## src/rtl/hmr_pkg.sv

```systemverilog
package hmr_pkg;
  localparam int ADDR_W    = 32;
  localparam int MB_SHIFT  = 20;
  localparam int SMM_SHIFT = 16;
  localparam int GAP_W     = 4;   // MB index bits covering 0..16 MB
  localparam int TOP_W     = 10;
  localparam int MB_IDX_W  = ADDR_W - MB_SHIFT;
  localparam int BLK_W     = ADDR_W - SMM_SHIFT;

  typedef enum logic [1:0] {
    SMM_AT_TOP     = 2'd0,
    SMM_AT_ASEG    = 2'd1,
    SMM_AT_BSEG    = 2'd2,
    SMM_AT_TOP_ALT = 2'd3
  } smm_place_e;

  typedef struct packed {
    logic [TOP_W-1:0] top_mb;
    logic             gap_en;
    logic [GAP_W-1:0] gap_base;
    logic [1:0]       gap_size;
    logic             smm_en;
    smm_place_e       smm_place;
  } router_cfg_t;
endpackage

```

## src/rtl/hmr_cfg_regs.sv

```systemverilog
module hmr_cfg_regs
  import hmr_pkg::*;
#(
  parameter int CEIL_MB      = 192,
  parameter int RESET_TOP_MB = 2
) (
  input  logic              clk,
  input  logic              rst_n,
  input  logic              load,
  input  router_cfg_t       cfg_in,
  output router_cfg_t       cfg_q,
  output logic [TOP_W-1:0]  top_eff
);
  localparam logic [TOP_W-1:0] CEIL_V  = TOP_W'(CEIL_MB);
  localparam logic [TOP_W-1:0] RESET_V = TOP_W'(RESET_TOP_MB);

  always_ff @(posedge clk or negedge rst_n) begin
    if (!rst_n) begin
      cfg_q.top_mb    <= RESET_V;
      cfg_q.gap_en    <= 1'b0;
      cfg_q.gap_base  <= '0;
      cfg_q.gap_size  <= '0;
      cfg_q.smm_en    <= 1'b0;
      cfg_q.smm_place <= SMM_AT_TOP;
    end else if (load) begin
      cfg_q <= cfg_in;
    end
  end

  // Clamp installed memory to the build-time ceiling
  always_comb top_eff = (cfg_q.top_mb > CEIL_V) ? CEIL_V : cfg_q.top_mb;

  assert_cfg_hold_R11: assert property (@(posedge clk) disable iff (!rst_n)
    !load |=> $stable(cfg_q));
  assert_top_ceiling_R4: assert property (@(posedge clk) disable iff (!rst_n)
    top_eff <= CEIL_V);
endmodule

```

## src/rtl/hmr_gap_decode.sv

```systemverilog
module hmr_gap_decode
  import hmr_pkg::*;
(
  input  logic                gap_en,
  input  logic [GAP_W-1:0]    gap_base,
  input  logic [1:0]          gap_size,
  input  logic [MB_IDX_W-1:0] addr_mb,
  output logic                gap_hit
);
  logic [GAP_W-1:0] low_idx;
  logic [GAP_W-1:0] size_mask;
  logic             under_limit;

  always_comb begin
    low_idx     = addr_mb[GAP_W-1:0];
    under_limit = (addr_mb[MB_IDX_W-1:GAP_W] == '0);
    // size code n -> 2^n MB, base aligned to that size
    size_mask   = ~((GAP_W'(1) << gap_size) - GAP_W'(1));
    gap_hit     = gap_en && under_limit && (low_idx != '0) &&
                  (((low_idx ^ gap_base) & size_mask) == '0);
  end
endmodule

```

## src/rtl/hmr_smram_decode.sv

```systemverilog
module hmr_smram_decode
  import hmr_pkg::*;
(
  input  logic             smm_en,
  input  smm_place_e       smm_place,
  input  logic [TOP_W-1:0] top_eff,
  input  logic [BLK_W-1:0] addr_blk,
  input  logic             from_pci,
  output logic             in_legacy,
  output logic             smm_region,
  output logic             smm_legacy_cpu
);
  localparam int NSEG = 2;
  localparam logic [BLK_W-1:0] SEG0_BLK = BLK_W'(16'h000A);

  logic [NSEG-1:0] seg_match;
  logic [NSEG-1:0] seg_owned;
  logic [BLK_W:0]  top_blk;
  logic            top_place;
  logic            top_match;

  for (genvar g = 0; g < NSEG; g++) begin : g_seg
    always_comb begin
      seg_match[g] = (addr_blk == SEG0_BLK + BLK_W'(g));
      seg_owned[g] = smm_en && (smm_place == smm_place_e'(g + 1)) && seg_match[g];
    end
  end

  always_comb begin
    top_blk   = (BLK_W+1)'(top_eff) << (MB_SHIFT - SMM_SHIFT);
    top_place = (smm_place == SMM_AT_TOP) || (smm_place == SMM_AT_TOP_ALT);
    top_match = (top_eff != '0) && ({1'b0, addr_blk} == top_blk - 1'b1);
    in_legacy      = |seg_match;
    smm_legacy_cpu = (|seg_owned) && !from_pci;
    smm_region     = (|seg_owned) || (smm_en && top_place && top_match);
  end
endmodule

```

## src/rtl/host_mem_router.sv

```systemverilog
module host_mem_router
  import hmr_pkg::*;
#(
  parameter int CEIL_MB      = 192,
  parameter int RESET_TOP_MB = 2
) (
  input  logic              clk,
  input  logic              rst_n,
  input  logic              cfg_load,
  input  logic [TOP_W-1:0]  cfg_top_mb,
  input  logic              cfg_gap_en,
  input  logic [GAP_W-1:0]  cfg_gap_base,
  input  logic [1:0]        cfg_gap_size,
  input  logic              cfg_smm_en,
  input  logic [1:0]        cfg_smm_place,
  input  logic [ADDR_W-1:0] acc_addr,
  input  logic              acc_from_pci,
  output logic              route_dram,
  output logic              route_pci,
  output logic              cacheable,
  output logic              smram_hit
);
  router_cfg_t      cfg_in;
  router_cfg_t      cfg_q;
  logic [TOP_W-1:0] top_eff;
  logic             gap_hit;
  logic             in_legacy;
  logic             smm_region;
  logic             smm_legacy_cpu;
  logic             below_top;
  logic             to_pci;

  always_comb begin
    cfg_in.top_mb    = cfg_top_mb;
    cfg_in.gap_en    = cfg_gap_en;
    cfg_in.gap_base  = cfg_gap_base;
    cfg_in.gap_size  = cfg_gap_size;
    cfg_in.smm_en    = cfg_smm_en;
    cfg_in.smm_place = smm_place_e'(cfg_smm_place);
  end

  hmr_cfg_regs #(.CEIL_MB(CEIL_MB), .RESET_TOP_MB(RESET_TOP_MB)) u_cfg (
    .clk     (clk),
    .rst_n   (rst_n),
    .load    (cfg_load),
    .cfg_in  (cfg_in),
    .cfg_q   (cfg_q),
    .top_eff (top_eff)
  );

  hmr_gap_decode u_gap (
    .gap_en   (cfg_q.gap_en),
    .gap_base (cfg_q.gap_base),
    .gap_size (cfg_q.gap_size),
    .addr_mb  (acc_addr[ADDR_W-1:MB_SHIFT]),
    .gap_hit  (gap_hit)
  );

  hmr_smram_decode u_smm (
    .smm_en         (cfg_q.smm_en),
    .smm_place      (cfg_q.smm_place),
    .top_eff        (top_eff),
    .addr_blk       (acc_addr[ADDR_W-1:SMM_SHIFT]),
    .from_pci       (acc_from_pci),
    .in_legacy      (in_legacy),
    .smm_region     (smm_region),
    .smm_legacy_cpu (smm_legacy_cpu)
  );

  // Priority: legacy segments, then gap, then top-of-memory compare
  always_comb begin
    below_top  = acc_addr[ADDR_W-1:MB_SHIFT] < MB_IDX_W'(top_eff);
    if (in_legacy) to_pci = !smm_legacy_cpu;
    else           to_pci = gap_hit || !below_top;
    route_pci  = to_pci;
    route_dram = !to_pci;
    cacheable  = !to_pci;
    smram_hit  = !to_pci && smm_region && !acc_from_pci;
  end

  assert_one_route_R2: assert property (@(posedge clk) disable iff (!rst_n)
    route_dram != route_pci);
  assert_gap_to_pci_R5: assert property (@(posedge clk) disable iff (!rst_n)
    (gap_hit && !in_legacy) |-> route_pci);
  assert_pci_no_legacy_smram_R9: assert property (@(posedge clk) disable iff (!rst_n)
    (acc_from_pci && in_legacy) |-> (route_pci && !smram_hit));
  assert_hit_needs_dram_R12: assert property (@(posedge clk) disable iff (!rst_n)
    smram_hit |-> (route_dram && cfg_q.smm_en));
  assert_cache_follows_dram_R6: assert property (@(posedge clk) disable iff (!rst_n)
    cacheable |-> !route_pci);
endmodule

```

## config.mk

```make
export PLATFORM = sky130hd
export DESIGN_NAME = host_mem_router
export DESIGN_NICKNAME = d
export VERILOG_FILES = /design/src/rtl/hmr_pkg.sv /design/src/rtl/hmr_cfg_regs.sv /design/src/rtl/hmr_gap_decode.sv /design/src/rtl/hmr_smram_decode.sv /design/src/rtl/host_mem_router.sv
export SDC_FILE = /design/constraint.sdc
export NUM_CORES = 1
export LEC_CHECK = 0
export BUFFER_PORTS_ARGS = -buffer_cell sky130_fd_sc_hd__buf_4
export CAP_MARGIN = 5
export CELL_PAD_IN_SITES_DETAIL_PLACEMENT = 0
export CELL_PAD_IN_SITES_GLOBAL_PLACEMENT = 1
export CORE_UTILIZATION = 39
export CTS_CLUSTER_DIAMETER = 60
export CTS_CLUSTER_SIZE = 20
export DETAILED_ROUTE_END_ITERATION = 8
export PLACE_DENSITY_LB_ADDON = 0.1
export SYNTH_ARGS = -nofsm -noshare
export SYNTH_HDL_FRONTEND = slang
export SYNTH_SLANG_ARGS = --single-unit
```

## constraint.sdc

```tcl
create_clock -name clk -period 7.9 [get_ports clk]
set_input_delay 2.37 -clock clk [delete_from_list [all_inputs] [get_ports clk]]
set_output_delay 2.37 -clock clk [all_outputs]
set_load 0.005 [all_outputs]
```

==> flow_summary_export.csv <==
group,metric,value,unit
run_status,status,"finished, final reports clean",
detailed_routing,vias,1444,
yosys,synth_top_area_frac,0.298,
cts,clk_pin_slew_worst_paths,80,ps
yosys,syn_avg_cell_area,9.38,µm²
yosys,yosys.area.top_type,"dfrtp_1",
min_path,hp-start,"u_cfg.cfg_q[2]",
worst_setup_path,cp.required,5530,ps
yosys,synth_area_leaders,"dfrtp_1 30%, mux2_2 13%, ha_1 11%, nand2_1 3.3%, xnor2_1 3.3%",
cts,ctsResizeCount,0,
sta,max_freq,0.154,GHz
yosys,synthTopCellsByCount,"19 x dfrtp_1, 18 x mux2_2, 14 x ha_1, 14 x nand2_1, 10 x nor3_1",
global_routing,grt_pass1_vias,1422,
sta,hold_viol,0,
power_and_ir_drop,leakagePower,0.889,nW
detailed_routing,wl_per_cell,14.3,µm
yosys,synth_cell_types,49,
sta,setup_ws,1400,ps
cts,tritoncts,"built",
place,dp_hpwl,3080,µm
yosys,yosys_register_bits,20,
worst_setup_path,worst-setup-path-type,"in2out",
worst_setup_path,critPathTopFamily,"compound AO/OA/AOI/OAI gates",
cts,clock_sinks,20,
flow_run,drv_cap,0,
floorplan,die_area,4350,µm²
worst_setup_path,rrSetupSlack,7010,ps
worst_setup_path,cp-end-kind,"output port",
worst_setup_path,worst-path-buf-inv,3,
sta,hold_ws,511,ps
yosys,synth_most_common_cell,"dfrtp_1",
worst_setup_path,crit_fanout,3,
min_path,hp-class,"reg2reg",
sta,setup_viol_count_final,0,
floorplan,pin_count,60,
final_layout,diodes,0,
final_layout,syn_to_final_growth,26.8,%
global_routing,grt.overflow.total,0,
yosys,synth.yosys.seq_area_share,0.315,
cts,cts_root_buf,"clkbuf_8",
power_and_ir_drop,worst_ir_drop_vdd,108,µV
floorplan,chipHeight,65.9,µm
cts,cts_buffers,3,
final_layout,largest_reg_flops,20,
worst_setup_path,critical_path.cell_chain,"buf_4 > inv_1 > ha_1 > nand4b_1 > nor3_1 > o211ai_1 > a311oi_1 > nand4_1 > o31ai_2 > buf_4",
worst_setup_path,cpMostUsedCell,"buf_4",
place,gp_congestion,0.908,
sta,period_share,0.823,
worst_setup_path,crit_path_start,"acc_addr[20]",
cts,cts.htree.levels,1,
detailed_routing,route.detailed.drc,0,
detailed_routing,ant_nets,0,
sta,rsz0062_at_grt,"false",
global_routing,grt_max_degree,23,
yosys,ys.flop_type,"dfrtp_1",
yosys,syn_area,1590,µm²
sta,fin_crit,6500,ps
place,portBuffers,43,
yosys,synth_edf_count,0,
final_layout,top_regs,"u_cfg.cfg_q x20",
sta,tns,0,ps
cts,max-clock-path-buffers,2,
floorplan,coreArea,3800,µm²
detailed_routing,drt-total-wl,3710,µm
global_routing,grt_pass1_wl,6510,µm
place,dp_worst_setup_slack,1380,ps
final_layout,regMostFlops,"u_cfg.cfg_q",
floorplan,rows,22,
yosys,synth-async-reset-ratio,1.00,
cts,cts_setup_buffers,0,
worst_setup_path,slowest_stage,"ha_1",
detailed_routing,dr.pass1.iters,4,
detailed_routing,via_per_inst,5.55,
cts,clock_latency,260,ps
yosys,yosys_warnings,0,
worst_setup_path,arrival,4130,ps
worst_setup_path,critPathMaxStageDelay,300,ps
global_routing,grtUsageTotal,0.195,
final_layout,drive_above_1_share,0.340,
yosys,netlist_instances,170,
floorplan,initial_core_util,0.420,
sta,skew,0,ps
global_routing,grt_antenna_before_repair,0,
detailed_routing,dr.first_iter.drc_count,87,
cts,cts-hold-fix-buffers,0,
sta,final_max_slew_viol_count,0,
power_and_ir_drop,total_power,0.312,mW
final_layout,fin_nets,283,
power_and_ir_drop,power_density,154,nW/µm²
worst_setup_path,startpoint_type,"primary input",
floorplan,chipWidth,65.9,µm
worst_setup_path,worstReg2RegStart,"u_cfg.cfg_q[12]",
## where the power goes
| part | switching, mW | internal, mW | total, mW |
|---|---|---|---|
| logic | 0.0386 | 0.0456 | 0.0842 |
| registers | 0.0127 | 0.113 | 0.126 |
| clock network | 0.0341 | 0.0676 | 0.102 |
## final cells by class
type	count	area, µm²
fill	348	1780
tap	48	60.1
sequential	20	502
inverter	6	22.5
multi-input combinational	138	1030
clock buffer	3	41.3
clock inverter	1	30.0
timing repair buffer	44	330
## stage by stage
stage	util	cells	cell area, µm²
floorplan	-	171	1600
global placement	0.513	256	1950
detailed placement	0.513	256	1950
CTS	0.532	260	2020
global route	0.532	260	2020
finish	0.532	260	2020
## cells in the final DEF (no fill, tap or decap), types with 3 or more instances in the layout
cell type | netlist | final
mux2_2 | 18 | 18
inv_1 | 6 | 6
nor2_1 | 9 | 9
clkbuf_8 | 0 | 3
xnor2_1 | 6 | 6
nand2_1 | 14 | 14
o21ai_0 | 9 | 9
a211oi_1 | 3 | 3
nor3_1 | 10 | 10
dfrtp_1 | 19 | 19
a21oi_1 | 4 | 4
nand4_1 | 4 | 4
ha_1 | 14 | 14
or3_1 | 4 | 4
o31ai_1 | 3 | 3
buf_4 | 1 | 44
nor2b_1 | 3 | 3
## kinds of logic after synthesis
family | count (synthesis) | synth area share
compound gates | 35 | 0.148
xor+xnor | 8 | 0.0487
fa+ha+maj | 14 | 0.110
buf+inv | 13 | 0.0385
flops | 20 | 0.315
mux | 20 | 0.140
other cells | 1 | 0.00235
simple gates | 59 | 0.198
## worst paths after layout
path                       cells past startpoint               to
max                                           10        smram_hit
min                                            1   u_cfg.cfg_q[2]
max reg2reg                                    1  u_cfg.cfg_q[12]
min reg2reg                                    1   u_cfg.cfg_q[2]
max in group asynchronous                      1  u_cfg.cfg_q[11]
min in group asynchronous                      1   u_cfg.cfg_q[6]
## per-layer routing
layer | GRT usage | vias to the layer above | wire length [µm]
li1 | - | 712 | -
met1 | 0.258 | 695 | 1730
met2 | 0.325 | 32 | 1780
met3 | 0.0310 | 5 | 164
met4 | 0.0532 | 0 | 33
met5 | 0 | - | 0
Note: power is estimated with default switching activity, not from simulation.
